==> config.mk <==
export PLATFORM = sky130hd
export DESIGN_NAME = sample_demux
export DESIGN_NICKNAME = d
export VERILOG_FILES = /design/src/rtl/sdx_pkg.sv /design/src/rtl/sdx_pair_tagger.sv /design/src/rtl/sdx_delay_line.sv /design/src/rtl/sdx_port_regs.sv /design/src/rtl/sdx_line_drive.sv /design/src/rtl/sample_demux.sv
export SDC_FILE = /design/constraint.sdc
export NUM_CORES = 1
export LEC_CHECK = 0
export ABC_AREA = 1
export BUFFER_PORTS_ARGS = -buffer_cell sky130_fd_sc_hd__buf_4
export CAP_MARGIN = 30
export CORE_ASPECT_RATIO = 0.7
export CORE_MARGIN = 10
export CORE_UTILIZATION = 50
export CTS_CLUSTER_DIAMETER = 120
export DETAILED_ROUTE_END_ITERATION = 10
export PLACE_DENSITY_LB_ADDON = 0.1
export SYNTH_ARGS = -nofsm -noshare
export SYNTH_HDL_FRONTEND = slang
export SYNTH_SLANG_ARGS = --single-unit
==> constraint.sdc <==
create_clock -name clk -period 0.9 [get_ports clk]
set_input_delay 0.18 -clock clk [delete_from_list [all_inputs] [get_ports clk]]
set_output_delay 0.18 -clock clk [all_outputs]
set_load 0.01 [all_outputs]
==> src/rtl/sdx_pkg.sv <==
package sdx_pkg;
  typedef enum logic {
    RATE_FULL = 1'b0,
    RATE_HALF = 1'b1
  } rate_e;

  // Side information carried alongside each sample through the pipe
  typedef struct packed {
    logic  vld;   // slot carries a real sample (0 = reset bubble)
    logic  late;  // newer sample of a pair
    rate_e rate;  // mode chosen at the start of this sample's pair
  } slot_tag_t;
endpackage

==> src/rtl/sdx_pair_tagger.sv <==
module sdx_pair_tagger
  import sdx_pkg::*;
(
  input  logic      clk,
  input  logic      rst_n,
  input  logic      half_sel,
  output slot_tag_t tag_o
);
  logic  phase_q;
  rate_e held_q;

  // Phase 0 marks the older sample of a pair; the rate is latched there
  always_ff @(posedge clk) begin
    if (!rst_n) begin
      phase_q <= 1'b0;
      held_q  <= RATE_FULL;
    end else begin
      phase_q <= ~phase_q;
      if (!phase_q) held_q <= rate_e'(half_sel);
    end
  end

  always_comb begin
    tag_o.vld  = 1'b1;
    tag_o.late = phase_q;
    tag_o.rate = phase_q ? held_q : rate_e'(half_sel);
  end
endmodule

==> src/rtl/sdx_delay_line.sv <==
module sdx_delay_line
  import sdx_pkg::*;
#(
  parameter int unsigned DATA_W = 8,
  parameter int unsigned DEPTH  = 8
) (
  input  logic              clk,
  input  logic              rst_n,
  input  logic [DATA_W-1:0] data_i,
  input  slot_tag_t         tag_i,
  output logic [DATA_W-1:0] tap_data_o,
  output slot_tag_t         tap_tag_o,
  output logic [DATA_W-1:0] last_data_o
);
  localparam int unsigned TAP = DEPTH - 2;
  localparam int unsigned LAST = DEPTH - 1;

  for (genvar i = 0; i < DEPTH; i++) begin : g_stg
    logic [DATA_W-1:0] d_q;
    slot_tag_t         t_q;
    logic [DATA_W-1:0] d_src;
    slot_tag_t         t_src;

    if (i == 0) begin : g_head
      assign d_src = data_i;
      assign t_src = tag_i;
    end else begin : g_body
      assign d_src = g_stg[i-1].d_q;
      assign t_src = g_stg[i-1].t_q;
    end

    always_ff @(posedge clk) begin
      if (!rst_n) begin
        d_q <= '0;
        t_q <= '0;
      end else begin
        d_q <= d_src;
        t_q <= t_src;
      end
    end
  end

  assign tap_data_o  = g_stg[TAP].d_q;
  assign tap_tag_o   = g_stg[TAP].t_q;
  assign last_data_o = g_stg[LAST].d_q;
endmodule

==> src/rtl/sdx_port_regs.sv <==
module sdx_port_regs
  import sdx_pkg::*;
#(
  parameter int unsigned DATA_W = 8
) (
  input  logic              clk,
  input  logic              rst_n,
  input  logic [DATA_W-1:0] newer_i,
  input  slot_tag_t         newer_tag_i,
  input  logic [DATA_W-1:0] older_i,
  output logic [DATA_W-1:0] pri_q,
  output logic [DATA_W-1:0] aux_q,
  output logic              rdy_q
);
  always_ff @(posedge clk) begin
    if (!rst_n) begin
      pri_q <= '0;
      aux_q <= '0;
      rdy_q <= 1'b0;
    end else if (newer_tag_i.vld) begin
      if (newer_tag_i.rate == RATE_FULL) begin
        pri_q <= newer_i;
        aux_q <= older_i;
        rdy_q <= ~rdy_q;
      end else if (newer_tag_i.late) begin
        pri_q <= newer_i;
        aux_q <= older_i;
        rdy_q <= 1'b1;
      end else begin
        rdy_q <= 1'b0;
      end
    end
  end
endmodule

==> src/rtl/sdx_line_drive.sv <==
module sdx_line_drive #(
  parameter int unsigned DATA_W = 8
) (
  input  logic              aux_en,
  input  logic [DATA_W-1:0] pri_q,
  input  logic [DATA_W-1:0] aux_q,
  input  logic              rdy_q,
  output logic [DATA_W-1:0] pri_p,
  output logic [DATA_W-1:0] pri_n,
  output logic [DATA_W-1:0] aux_p,
  output logic [DATA_W-1:0] aux_n,
  output logic              rdy_p,
  output logic              rdy_n
);
  // A parked differential driver pulls both legs high
  localparam logic [DATA_W-1:0] PARKED = '1;

  always_comb begin
    pri_p = pri_q;
    pri_n = ~pri_q;
    rdy_p = rdy_q;
    rdy_n = ~rdy_q;
    aux_p = aux_en ? aux_q  : PARKED;
    aux_n = aux_en ? ~aux_q : PARKED;
  end
endmodule

==> src/rtl/sample_demux.sv <==
module sample_demux
  import sdx_pkg::*;
#(
  parameter int unsigned SAMPLE_W = 8,
  parameter int unsigned PRI_LAT  = 8
) (
  input  logic                clk,
  input  logic                rst_n,
  input  logic                half_sel,
  input  logic                aux_en,
  input  logic [SAMPLE_W-1:0] sample_in,
  output logic [SAMPLE_W-1:0] pri_p,
  output logic [SAMPLE_W-1:0] pri_n,
  output logic [SAMPLE_W-1:0] aux_p,
  output logic [SAMPLE_W-1:0] aux_n,
  output logic                rdy_p,
  output logic                rdy_n
);
  localparam int unsigned AUX_LAT   = PRI_LAT + 1;
  // The output register is the last stage of each path
  localparam int unsigned PIPE_DEPTH = AUX_LAT - 1;

  slot_tag_t           in_tag;
  slot_tag_t           stage_tag;
  logic [SAMPLE_W-1:0] stage_data;
  logic [SAMPLE_W-1:0] prior_data;
  logic [SAMPLE_W-1:0] pri_q;
  logic [SAMPLE_W-1:0] aux_q;
  logic                rdy_q;

  sdx_pair_tagger u_tagger (
    .clk      (clk),
    .rst_n    (rst_n),
    .half_sel (half_sel),
    .tag_o    (in_tag)
  );

  sdx_delay_line #(
    .DATA_W (SAMPLE_W),
    .DEPTH  (PIPE_DEPTH)
  ) u_pipe (
    .clk         (clk),
    .rst_n       (rst_n),
    .data_i      (sample_in),
    .tag_i       (in_tag),
    .tap_data_o  (stage_data),
    .tap_tag_o   (stage_tag),
    .last_data_o (prior_data)
  );

  sdx_port_regs #(
    .DATA_W (SAMPLE_W)
  ) u_ports (
    .clk         (clk),
    .rst_n       (rst_n),
    .newer_i     (stage_data),
    .newer_tag_i (stage_tag),
    .older_i     (prior_data),
    .pri_q       (pri_q),
    .aux_q       (aux_q),
    .rdy_q       (rdy_q)
  );

  sdx_line_drive #(
    .DATA_W (SAMPLE_W)
  ) u_drive (
    .aux_en (aux_en),
    .pri_q  (pri_q),
    .aux_q  (aux_q),
    .rdy_q  (rdy_q),
    .pri_p  (pri_p),
    .pri_n  (pri_n),
    .aux_p  (aux_p),
    .aux_n  (aux_n),
    .rdy_p  (rdy_p),
    .rdy_n  (rdy_n)
  );
endmodule

# Yosys cells after proc, flatten, opt, wreduce, memory -nomap -nowiden
# Cells that the tools add are included.
[op_classes] n_eq_ne=1 muxes=10 n_bitwise=4 reduce_logical=1
[op_table] op="2-to-1 mux 8 bit" n=6
[op_table] op="inverter 8 bit" n=2
[op_table] op="2-to-1 mux 1 bit" n=3
[op_table] op="2-to-1 mux 3 bit" n=1
[op_table] op="!= test 2 x 1 -> 1 bit, second input constant" n=1
[op_table] op="inverter 1 bit" n=2
[op_table] op="AND reduction 2 bit" n=1
[totals] reg_bits=103 output_inout_bits=34 word_cells=49

# Logic depth before layout (Yosys ltp)
# Gate-level depths: netlist (run 1).
[logic_depth] word_depth=2 ltp_mapped=6 mapped_depth_nobuf=5

# Cells and area by module
# A second synthesis (run 1) with hierarchy kept.
[unflattened] cells_unflattened=436 area_unflattened_um2=3495.9
[by_module_without_submodules] module="sdx_delay_line" instances=1 cells_per_inst=264 area_per_inst_um2=2397.3
[by_module_without_submodules] module="sdx_port_regs" instances=1 cells_per_inst=113 area_per_inst_um2=764.5
[by_module_without_submodules] module="sdx_line_drive" instances=1 cells_per_inst=44 area_per_inst_um2=230.2
[by_module_without_submodules] module="sdx_pair_tagger" instances=1 cells_per_inst=15 area_per_inst_um2=103.8

# Worst setup path after synthesis (run 1)
# No wires, ideal clock.
[synth_path] kind="register to register" from="reg u_pipe.g_stg[6].t_q (netlist bit u_pipe.tap_tag_o[2])" to="reg u_ports.pri_q[4]" t_arrival_ps=894 required_ps=838 slack_ps=-56 path_stages_with_launch=7 n_path_buf=2 period_less_slack_ps=956 path_cell_list="dfxtp_1 buf_6 inv_2 a21oi_4 buf_6 nor2_1 nor2_2"
[synth_via] elab_chain_cells=1
[synth_lines] item="start, declared" line_no="sdx_delay_line.sv:20" text="slot_tag_t t_q;"
[synth_lines] item="start signal, assigned" line_no="sdx_delay_line.sv:38" text="t_q <= t_src;"
[synth_lines] item="AND reduction 2 bit (no line)"
[synth_lines] item="end signal, assigned" line_no="sdx_port_regs.sv:22" text="pri_q <= newer_i;"
[synth_lines] item="end signal, assigned" line_no="sdx_port_regs.sv:26" text="pri_q <= newer_i;"
[synth_lines] item="end, declared" line_no="sdx_port_regs.sv:11" text="output logic [DATA_W-1:0] pri_q,"
# No other way between the ends.
# A chain may end at the register's enable or synchronous reset.

# Worst setup path after layout (run 1)
[layout_path] from="reg u_ports.aux_q[7]" to="out aux_p[7]"
[layout_via] elab_chain_cells=1
[layout_lines] item="start, declared" line_no="sdx_port_regs.sv:12" text="output logic [DATA_W-1:0] aux_q,"
[layout_lines] item="start signal, assigned" line_no="sdx_port_regs.sv:23" text="aux_q <= older_i;"
[layout_lines] item="start signal, assigned" line_no="sdx_port_regs.sv:27" text="aux_q <= older_i;"
[layout_lines] item="2-to-1 mux 8 bit" line_no="sdx_line_drive.sv:23" text="aux_p = aux_en ? aux_q : PARKED;"
[layout_lines] item="end, declared" line_no="sample_demux.sv:14" text="output logic [SAMPLE_W-1:0] aux_p,"
# No other way between the ends.

==> results of run 1 <==
## cell type report
class,count,area share (%)
multi-input combinational,174,17.4
tap,91,2.62
clock inverter,4,1.79
sequential,103,48.3
inverter,120,10.5
clock buffer,11,3.49
timing repair buffer,66,16.0
## registers in the layout, indices dropped and copies added, names as in the netlist, named ones only
name and count:
u_pipe.g_stg.d_q 48, u_pipe.g_stg.t_q 17, u_pipe.last_data_o 8, u_pipe.tap_data_o 8, u_ports.aux_q 8, u_ports.pri_q 8
u_pipe.tap_tag_o 3, u_ports.rdy_q 1, u_tagger.phase_q 1
## metrics by stage
| step | total power [mW] | hold WS [ns] |
|---|---|---|
| floorplan | 4.96 | 0.208 |
| global placement | 5.07 | 0.360 |
| detailed placement | 5.08 | 0.365 |
| CTS | 8.27 | 0.000150 |
| global route | 8.49 | 0.00630 |
| finish | 8.15 | 0.0235 |
## cells in the mapped netlist, drive strengths merged
| cell type | count |
|---|---|
| dfxtp | 103 |
| a21oi | 2 |
| buf | 16 |
| nand3 | 17 |
| nand2 | 121 |
| nor2 | 33 |
| clkbuf | 1 |
| inv | 120 |
## layout by cell type (no fill, tap or decap)
| master | count |
|---|---|
| inv_4 | 2 |
| nor2_2 | 18 |
| buf_12 | 4 |
| buf_6 | 34 |
| bufinv_16 | 2 |
| dlygate4sd3_1 | 8 |
| buf_4 | 20 |
| dfxtp_1 | 83 |
| clkbuf_8 | 11 |
| nand2_4 | 2 |
| dfxtp_4 | 4 |
| inv_6 | 1 |
| nand3_1 | 17 |
| nand2_2 | 3 |
| a21oi_1 | 1 |
| nand2_1 | 117 |
| clkinv_4 | 1 |
| nor2_1 | 15 |
| inv_1 | 103 |
| a21oi_4 | 1 |
| inv_2 | 15 |
| dfxtp_2 | 16 |
## per-layer routing
metal / vias up / share of wire, % / GRT usage [%]
li1: 1256 / - / -
met1: 986 / 46 / 10.8
met2: 40 / 46 / 18.3
met3: 6 / 6.6 / 5.47
met4: 0 / 1.1 / 3.69
met5: - / 0 / 0
## worst paths after layout
path	start	end	slack (ns)	cells past startpoint
worst max-delay path	u_ports.aux_q[7]$_SDFFE_PN0P_	aux_p[7]	-0.19	3
worst min-delay path	half_sel	flop	0.02	3
worst max register to register	u_pipe.tap_tag_o[1]$_SDFF_PN0_	u_ports.aux_q[2]$_SDFFE_PN0P_	-0.04	5
worst min register to register	u_pipe.g_stg[2].d_q[7]$_SDFF_PN0_	u_pipe.g_stg[3].d_q[7]$_SDFF_PN0_	0.41	2
## cells by family after synthesis
| family | synth area share, % |
|---|---|
| AND/OR/NAND/NOR | 20.7 |
| AO/OA/AOI/OAI | 0.639 |
| flip-flops | 61.9 |
| buffers and inverters | 16.7 |
## what timing repair did
item                                   4_1_cts  5_1_grt
endpoints found under the hold margin        8        0
hold buffers                                 8        0
pin swaps                                    1        0
gates cloned                                 1        0
gates resized for setup                     73       13
setup endpoints to repair                   51       51
setup buffers                                3        4
## worst reg2reg max path, delay by kind of cell, from the launching register on
| kind | cells | cell delay [ns] |
|---|---|---|
| AO/OA/AOI/OAI | 1 | 0.07 |
| buffers and inverters | 2 | 0.24 |
| flip-flops | 1 | 0.34 |
| AND/OR/NAND/NOR | 2 | 0.19 |
## power breakdown
| part | switching [mW] | internal (mW) | leakage (nW) |
|---|---|---|---|
| logic | 0.179 | 0.178 | 1.44 |
| clock network | 1.42 | 1.72 | 0.116 |
| registers | 0.0269 | 4.63 | 0.848 |
==> impl_metrics.csv, run 1 <==
group,metric,value,unit
clock_network,root_buffer,"clkbuf_8",
yosys,synth_top_area_share,61.9,%
clock_network,cts_buffers,9,
routing,drtPass1Iterations,4,
global_routing,gr-usage-all-layers,10.5,%
floorplan,dieArea,10400,um^2
global_routing,grt_pass1_wl,8990,um
placed_design,dpl_cell_area,3780,um^2
yosys,synthCells,413,
sta,min_period,1.09,ns
yosys,postSynthNetCount,425,
placed_design,detailed_place_hpwl,3180,um
routing,drtIter0Drc,44,
run_status,violations,"negative setup slack",
worst_setup_path,worstSetupEndpointType,"primary output",
worst_hold_path,hold_class,"input port to flop",
finish,num-fill-cells,523,
sta,tns,-4.91,ns
placed_design,pre_cts_slack,-0.0984,ns
finish,fin_cells,569,
global_routing,grt_max_degree,41,
yosys,synth_cell_types,14,
routing,final_antenna_net_count,0,
clock_network,cts_sinks,103,
worst_setup_path,crit_chain,"inv_1 > nand2_1 > buf_6",
yosys,avgSynthCellArea,8.06,um^2
yosys,synth_area_leader_cell,"dfxtp_1",
worst_setup_path,max_stage_delay,0.34,ns
routing,vias,2288,
sta,slew_headroom,88.8,%
finish,nets,486,
finish,antenna_cells,0,
routing,wl,5080,um
worst_setup_path,critPathSlowestCell,"dfxtp_2",
clock_network,cts_tree,"yes",
finish,syn2layout_area_growth,30.5,%
clock_network,htreeDepth,3,
finish,regArea,2100,um^2
worst_setup_path,cp_top_family,"flip-flops",
floorplan,initial_core_util,52.5,%
yosys,yosysWarnings,0,
clock_network,insertion_delay,0.35,ns
sta,worst_pin_slew,0.167,ns
global_routing,overflow,0,
worst_setup_path,worstSetupStartpointType,"flop",
worst_setup_path,cp.buffers_inverters,2,
routing,wl_per_cell,8.93,um
sta,fin_crit_sh,121,%
pwr,power_density,1880,nW/um^2
sta,finalSetupViolCount,44,
run,drv_cap,0,
yosys,synth.area.top_cells,"dfxtp_1 (62%), nand2_1 (14%), inv_1 (13%), nor2_1 (2.6%), nand3_1 (2.6%)",
floorplan,pin_count,46,
sta,final-hold-violation-count,0,
placed_design,port-buffer-count,45,
placed_design,gp_congestion,0.700,
sta,drv_slew,0,
yosys,synth_seq_cells,103,
finish,utilization,68.6,%
finish,multiInputGateArea,756,um^2
pwr,leakage,2.40,nW
worst_setup_path,crit_fanout,3,
clock_network,clockBufferDepth,2,
finish,fin_area,4340,um^2
placed_design,placedCellCount,538,
worst_setup_path,path_class,"flop to primary output",
finish,drive_above_1_share,28.0,%
floorplan,die_y,88.3,um
floorplan,core.rowCount,24,
run_status,status,"complete, but fails checks",
worst_setup_path,required,0.72,ns
floorplan,design.core.area,6340,um^2
clock_network,path_clk_slew,0.09,ns
sta,fin_skew,0.00936,ns
yosys,syn_area,3330,um^2
sta,max_freq,0.920,GHz
pwr,ir_drop,1.30,mV
global_routing,antenna_found_initial,0,
sta,setup_ws,-0.187,ns
routing,viasPerCell,4.02,
worst_setup_path,worst-endpoint-arrival,0.91,ns
floorplan,die_w,118,um
routing,route.detailed.drc,0,
yosys,synth-seq-area-share,61.9,%
sta,rsz0062_at_grt,"true",
global_routing,grt_pass1_vias,2114,
Note: power is estimated with default switching activity, not from simulation.
==> run 2: changes to the inputs <==
--- a/config.mk
+++ b/config.mk
@@ -10,7 +10,8 @@
 export CAP_MARGIN = 30
 export CORE_ASPECT_RATIO = 0.7
 export CORE_MARGIN = 10
-export CORE_UTILIZATION = 50
+export CORE_UTILIZATION = 53
+export CTS_BUF_LIST = sky130_fd_sc_hd__clkbuf_2
 export CTS_CLUSTER_DIAMETER = 120
 export DETAILED_ROUTE_END_ITERATION = 10
 export PLACE_DENSITY_LB_ADDON = 0.1
==> run 2 against run 1 <==
Against the previous run: the run still ends with negative setup slack left; setup slack lost 0.24 ns; sequential power is essentially flat; sequential cell count did not move; first-iteration DRC count up 14%; wire length increased by 7.2%; fmax is 18% lower; clock skew rose by 0.012 ns; clock power is 24% lower.
==> impl_metrics.csv, run 2 (synthesis results as in run 1) <==
group,metric,value,unit
finish,fin_area,4370,um^2
worst_setup_path,worstSetupEndpointType,"primary output",
pwr,leakage,2.41,nW
worst_setup_path,cp.buffers_inverters,2,
pwr,power_density,1700,nW/um^2
worst_hold_path,hold_class,"input port to flop",
worst_setup_path,worstSetupStartpointType,"flop",
sta,final-hold-violation-count,0,
sta,drv_slew,0,
routing,final_antenna_net_count,0,
clock_network,cts_buffers,9,
routing,wl_per_cell,9.70,um
placed_design,placedCellCount,526,
floorplan,initial_core_util,54.1,%
worst_setup_path,required,0.72,ns
finish,drive_above_1_share,30.0,%
routing,vias,2314,
placed_design,gp_congestion,0.764,
sta,slew_headroom,82.9,%
finish,fin_cells,562,
routing,dr_wl_met2,2560,um
global_routing,grt_max_degree,39,
clock_network,htreeDepth,3,
clock_network,cts_tree,"yes",
global_routing,grt_pass1_wl,9160,um
worst_setup_path,crit_chain,"inv_2 > nand2_2 > buf_6",
routing,highest_layer,"met4",
routing,drtIter0Drc,50,
pwr,power,7.42,mW
worst_setup_path,rr_startpoint,"u_pipe.tap_tag_o[2]$_SDFF_PN0_",
sta,worst_pin_slew,0.257,ns
worst_setup_path,cp_top_family,"flip-flops",
sta,fin_crit_sh,147,%
finish,syn2layout_area_growth,31.3,%
worst_setup_path,cp-startpoint,"u_ports.aux_q[6]$_SDFFE_PN0P_",
sta,whs,0.342,ns
finish,largest-register,"u_pipe.g_stg.d_q",
routing,wl_met3,445,um
clock_network,path_clk_slew,0.26,ns
finish,reg_top3,"u_pipe.g_stg.d_q (48), u_pipe.g_stg.t_q (17)",
sta,min_period,1.32,ns
routing,route.detailed.drc,0,
finish,largest_reg_flops,48,
global_routing,grt_pass1_vias,2216,
clock_network,root_buffer,"clkbuf_2",
run_status,status,"complete, but fails checks",
finish,final_common_cell,"nand2_1",
floorplan,dieArea,9900,um^2
sta,tns,-14.45,ns
placed_design,port-buffer-count,45,
floorplan,pin_count,46,
sta,finalSetupViolCount,50,
clock_network,cts_sinks,103,
floorplan,die_w,115,um
global_routing,antenna_found_initial,0,
routing,wl,5450,um
clock_network,insertion_delay,0.52,ns
run_status,violations,"negative setup slack",
sta,fin_skew,0.0209,ns
worst_setup_path,worst-endpoint-arrival,1.14,ns
sta,max_freq,0.756,GHz
worst_setup_path,max_stage_delay,0.40,ns
finish,nets,491,
clock_network,clockBufferDepth,2,
finish,antenna_cells,0,
global_routing,overflow,0,
worst_hold_path,min_from,"sample_in[2]",
placed_design,dpl_cell_area,3770,um^2
sta,setup_ws,-0.423,ns
pwr,ir_drop,1.16,mV
worst_setup_path,path_class,"flop to primary output",
run,drv_cap,0,
global_routing,gr-usage-all-layers,11.4,%
worst_setup_path,critPathSlowestCell,"dfxtp_2",
floorplan,core.rowCount,24,
worst_setup_path,crit_fanout,3,
routing,drtPass1Iterations,5,
sta,rsz0062_at_grt,"true",
routing,wl_met1,2340,um
placed_design,detailed_place_hpwl,3330,um
floorplan,design.core.area,6160,um^2
routing,viasPerCell,4.12,
floorplan,die_y,86.3,um
finish,layout_common_cells,"nand2_1 (113), inv_1 (100), dfxtp_1 (83)",
[run 2: changes by cell type in the layout (fill, tap and decap cells not counted), sizes merged]
cell,change
buf,+2
clkinv,+2
clkbuf,-1
clkinvlp,+1
dlygate4sd3,+2
[run 2: repair_timing]
item / CTS / global route
hold buffers: 10 / 0
pin swaps: 5 / 5
hold endpoints to repair: 23 / 0
setup endpoints to repair: 51 / 51
buffers inserted: 6 / 3
gates resized for setup: 92 / 18
cloned: 2 / 0
[run 2: metrics by stage]
stage	setup slack [ns]	util [%]
after floorplan	-0.0485	-
after CTS	-0.463	70.1
final	-0.423	71.0
after detailed placement	-0.0966	61.2
after global routing	-0.519	71.0
after global placement	-0.0857	61.2
[run 2: cell type report]
type,instances,area [um^2]
inverter,120,458
sequential,103,2100
clock buffer,9,45.0
clock inverter,7,96.3
fill,466,1780
multi-input combinational,174,812
tap,78,97.6
timing repair buffer,71,763
[run 2: worst paths after layout]
kind / endpoint / cells after the start / slack, ns
max: aux_p[6] / 3 / -0.42
min: u_pipe.g_stg[0].d_q[2]$_SDFF_PN0_ / 4 / 0.34
max reg2reg: u_ports.pri_q[1]$_SDFFE_PN0P_ / 5 / -0.16
min reg2reg: u_pipe.tap_data_o[0]$_SDFF_PN0_ / 2 / 0.40
[run 2: worst min-delay path: stages]
cell	delay [ns]
dlygate4sd3_1	0.52
buf_4	0.10
nand2_1	0.04
inv_1	0.04
[run 2: per-layer routing]
metal	vias to the layer above	global-route usage, %
met2	51	20.4
li1	1267	-
met5	-	0
met4	0	5.61
met3	12	5.11
met1	984	11.0
[run 2: report_power, final]
part / internal (mW) / total [mW] / switching (mW)
logic: 0.187 / 0.376 / 0.188
clock network: 0.930 / 2.37 / 1.44
registers: 4.65 / 4.68 / 0.0273
==> run 3: changes to the inputs <==
--- a/config.mk
+++ b/config.mk
@@ -15,6 +15,7 @@
 export CTS_CLUSTER_DIAMETER = 120
 export DETAILED_ROUTE_END_ITERATION = 10
 export PLACE_DENSITY_LB_ADDON = 0.1
+export RECOVER_POWER = 100
 export SYNTH_ARGS = -nofsm -noshare
 export SYNTH_HDL_FRONTEND = slang
 export SYNTH_SLANG_ARGS = --single-unit
==> run 3 against run 2 <==
Against the previous run: the flow still finishes with violations (negative setup slack); combinational power fell by 3%; register-to-register slack barely moved; power fell by 0.14%; setup slack barely moved; critical path depth did not move; clock power barely moved; first-iteration DRC count fell by 6.0%; via count barely moved; sequential cell count did not move; clock skew barely moved; final cell count did not move; largest power group unchanged; highest routed layer unchanged.
==> impl_metrics.csv, run 3 (synthesis results as in run 1) <==
group,metric,value,unit
finish,largest_reg_flops,48,
finish,layout_common_cells,"nand2_1 (113), inv_1 (100), dfxtp_1 (83)",
worst_setup_path,crit_fanout,3,
pwr,sequentialPowerShare,63.1,%
routing,route.detailed.drc,0,
finish,syn2layout_area_growth,30.8,%
run_status,status,"complete, but fails checks",
finish,fin_area,4360,um^2
worst_setup_path,worst-endpoint-arrival,1.14,ns
sta,fin_skew,0.0210,ns
clock_network,htreeDepth,3,
sta,fin_crit_sh,147,%
pwr,p_sw,1.65,mW
global_routing,grt_pass1_vias,2216,
global_routing,grt_pass1_wl,9160,um
sta,rsz0062_at_grt,"true",
pwr,p_sw_share,22.3,%
clock_network,path_clk_slew,0.26,ns
sta,slew_headroom,77.8,%
global_routing,overflow,0,
placed_design,dpl_cell_area,3770,um^2
finish,multiInputGateArea,812,um^2
worst_hold_path,hold_class,"input port to flop",
finish,num-fill-cells,467,
routing,drtPass1Iterations,5,
worst_setup_path,cp.buffers_inverters,2,
global_routing,gr-usage-all-layers,11.4,%
sta,worst_pin_slew,0.333,ns
floorplan,pin_count,46,
placed_design,placedCellCount,526,
worst_setup_path,cp_top_family,"flip-flops",
worst_setup_path,required,0.72,ns
run_status,violations,"negative setup slack",
sta,max_freq,0.756,GHz
pwr,ir_drop,1.16,mV
routing,vias,2315,
floorplan,design.core.area,6160,um^2
routing,viasPerCell,4.12,
sta,drv_slew,0,
finish,regArea,2100,um^2
pwr,power_density,1700,nW/um^2
finish,nets,491,
pwr,internal_power,5.76,mW
clock_network,cts_tree,"yes",
worst_setup_path,max_stage_delay,0.40,ns
sta,finalSetupViolCount,111,
placed_design,gp_congestion,0.764,
finish,final_common_cell,"nand2_1",
run,drv_cap,0,
floorplan,die_w,115,um
sta,setup_ws,-0.423,ns
finish,drive_above_1_share,30.0,%
global_routing,grt_max_degree,39,
floorplan,initial_core_util,54.1,%
pwr,pwr-share-comb,4.9,%
pwr,leakage,2.41,nW
clock_network,root_buffer,"clkbuf_2",
worst_setup_path,crit_chain,"inv_2 > nand2_2 > buf_6",
worst_setup_path,regToRegSetupSlack,-0.16,ns
finish,largest-register,"u_pipe.g_stg.d_q",
worst_setup_path,worstSetupEndpointType,"primary output",
floorplan,core.rowCount,24,
floorplan,dieArea,9900,um^2
sta,whs,0.342,ns
routing,drtIter0Drc,47,
clock_network,clockBufferDepth,2,
routing,final_antenna_net_count,0,
finish,reg_top3,"u_pipe.g_stg.d_q (48), u_pipe.g_stg.t_q (17)",
worst_setup_path,path_class,"flop to primary output",
sta,min_period,1.32,ns
pwr,power_frac_clock,32.0,%
clock_network,cts_buffers,9,
worst_setup_path,critPathSlowestCell,"dfxtp_2",
routing,wl,5450,um
placed_design,port-buffer-count,45,
routing,wl_per_cell,9.70,um
pwr,power,7.41,mW
worst_setup_path,worstSetupStartpointType,"flop",
global_routing,antenna_found_initial,0,
clock_network,insertion_delay,0.52,ns
sta,final-hold-violation-count,0,
finish,fin_cells,562,
placed_design,detailed_place_hpwl,3330,um
floorplan,die_y,86.3,um
finish,antenna_cells,0,
clock_network,cts_sinks,103,
run 3: tightest hold or removal path, cell delays in order:
cell,delay (ns)
dlygate4sd3_1,0.52
buf_4,0.10
nand2_1,0.04
inv_1,0.04
run 3: path summary, 6_finish.rpt:
| kind | start | cells after the start | to |
|---|---|---|---|
| max reg2reg | u_pipe.tap_tag_o[2]$_SDFF_PN0_ | 5 | u_ports.pri_q[1]$_SDFFE_PN0P_ |
| min | sample_in[2] | 4 | u_pipe.g_stg[0].d_q[2]$_SDFF_PN0_ |
| min reg2reg | u_pipe.g_stg[5].d_q[0]$_SDFF_PN0_ | 2 | u_pipe.tap_data_o[0]$_SDFF_PN0_ |
| max | u_ports.aux_q[6]$_SDFFE_PN0P_ | 3 | aux_p[6] |
run 3: final cells by class:
type	count	area share, %
sequential	103	48.2
multi-input combinational	174	18.6
timing repair buffer	71	17.2
inverter	120	10.5
tap	78	2.24
clock inverter	7	2.21
clock buffer	9	1.03
run 3: per-layer routing:
metal	wire length [um]	global-route usage (%)
met1	2330	11.0
met5	0	0
met4	105	5.61
met3	445	5.11
met2	2570	20.4
run 3: through the flow:
step | TNS [ns] | util, % | worst slack (ns)
2_1_floorplan | -0.428 | - | -0.0485
3_3_place_gp | -0.809 | 61.2 | -0.0857
3_5_place_dp | -1.26 | 61.2 | -0.0966
4_1_cts | -16.31 | 70.1 | -0.463
5_1_grt | -22.27 | 70.8 | -0.519
6_report | -17.74 | 70.8 | -0.423
run 3: power by group through the flow:
| stage | registers, mW | logic [mW] | clock network [mW] |
|---|---|---|---|
| after CTS | 4.68 | 0.372 | 2.46 |
| after global placement | 4.77 | 0.301 | 0 |
| after detailed placement | 4.78 | 0.308 | 0 |
| after floorplan | 4.77 | 0.188 | 0 |
| final | 4.68 | 0.365 | 2.37 |
| after global routing | 4.69 | 0.408 | 2.66 |
run 3: what timing repair did:
item                                    in CTS  in global routing
endpoints found under the setup margin      51                 51
endpoints found under the hold margin       23                  0
gates resized for setup                     92                 18
setup buffers                                6                  3
hold buffers                                10                  0
cloned                                       2                  0
pin swaps                                    5                  5
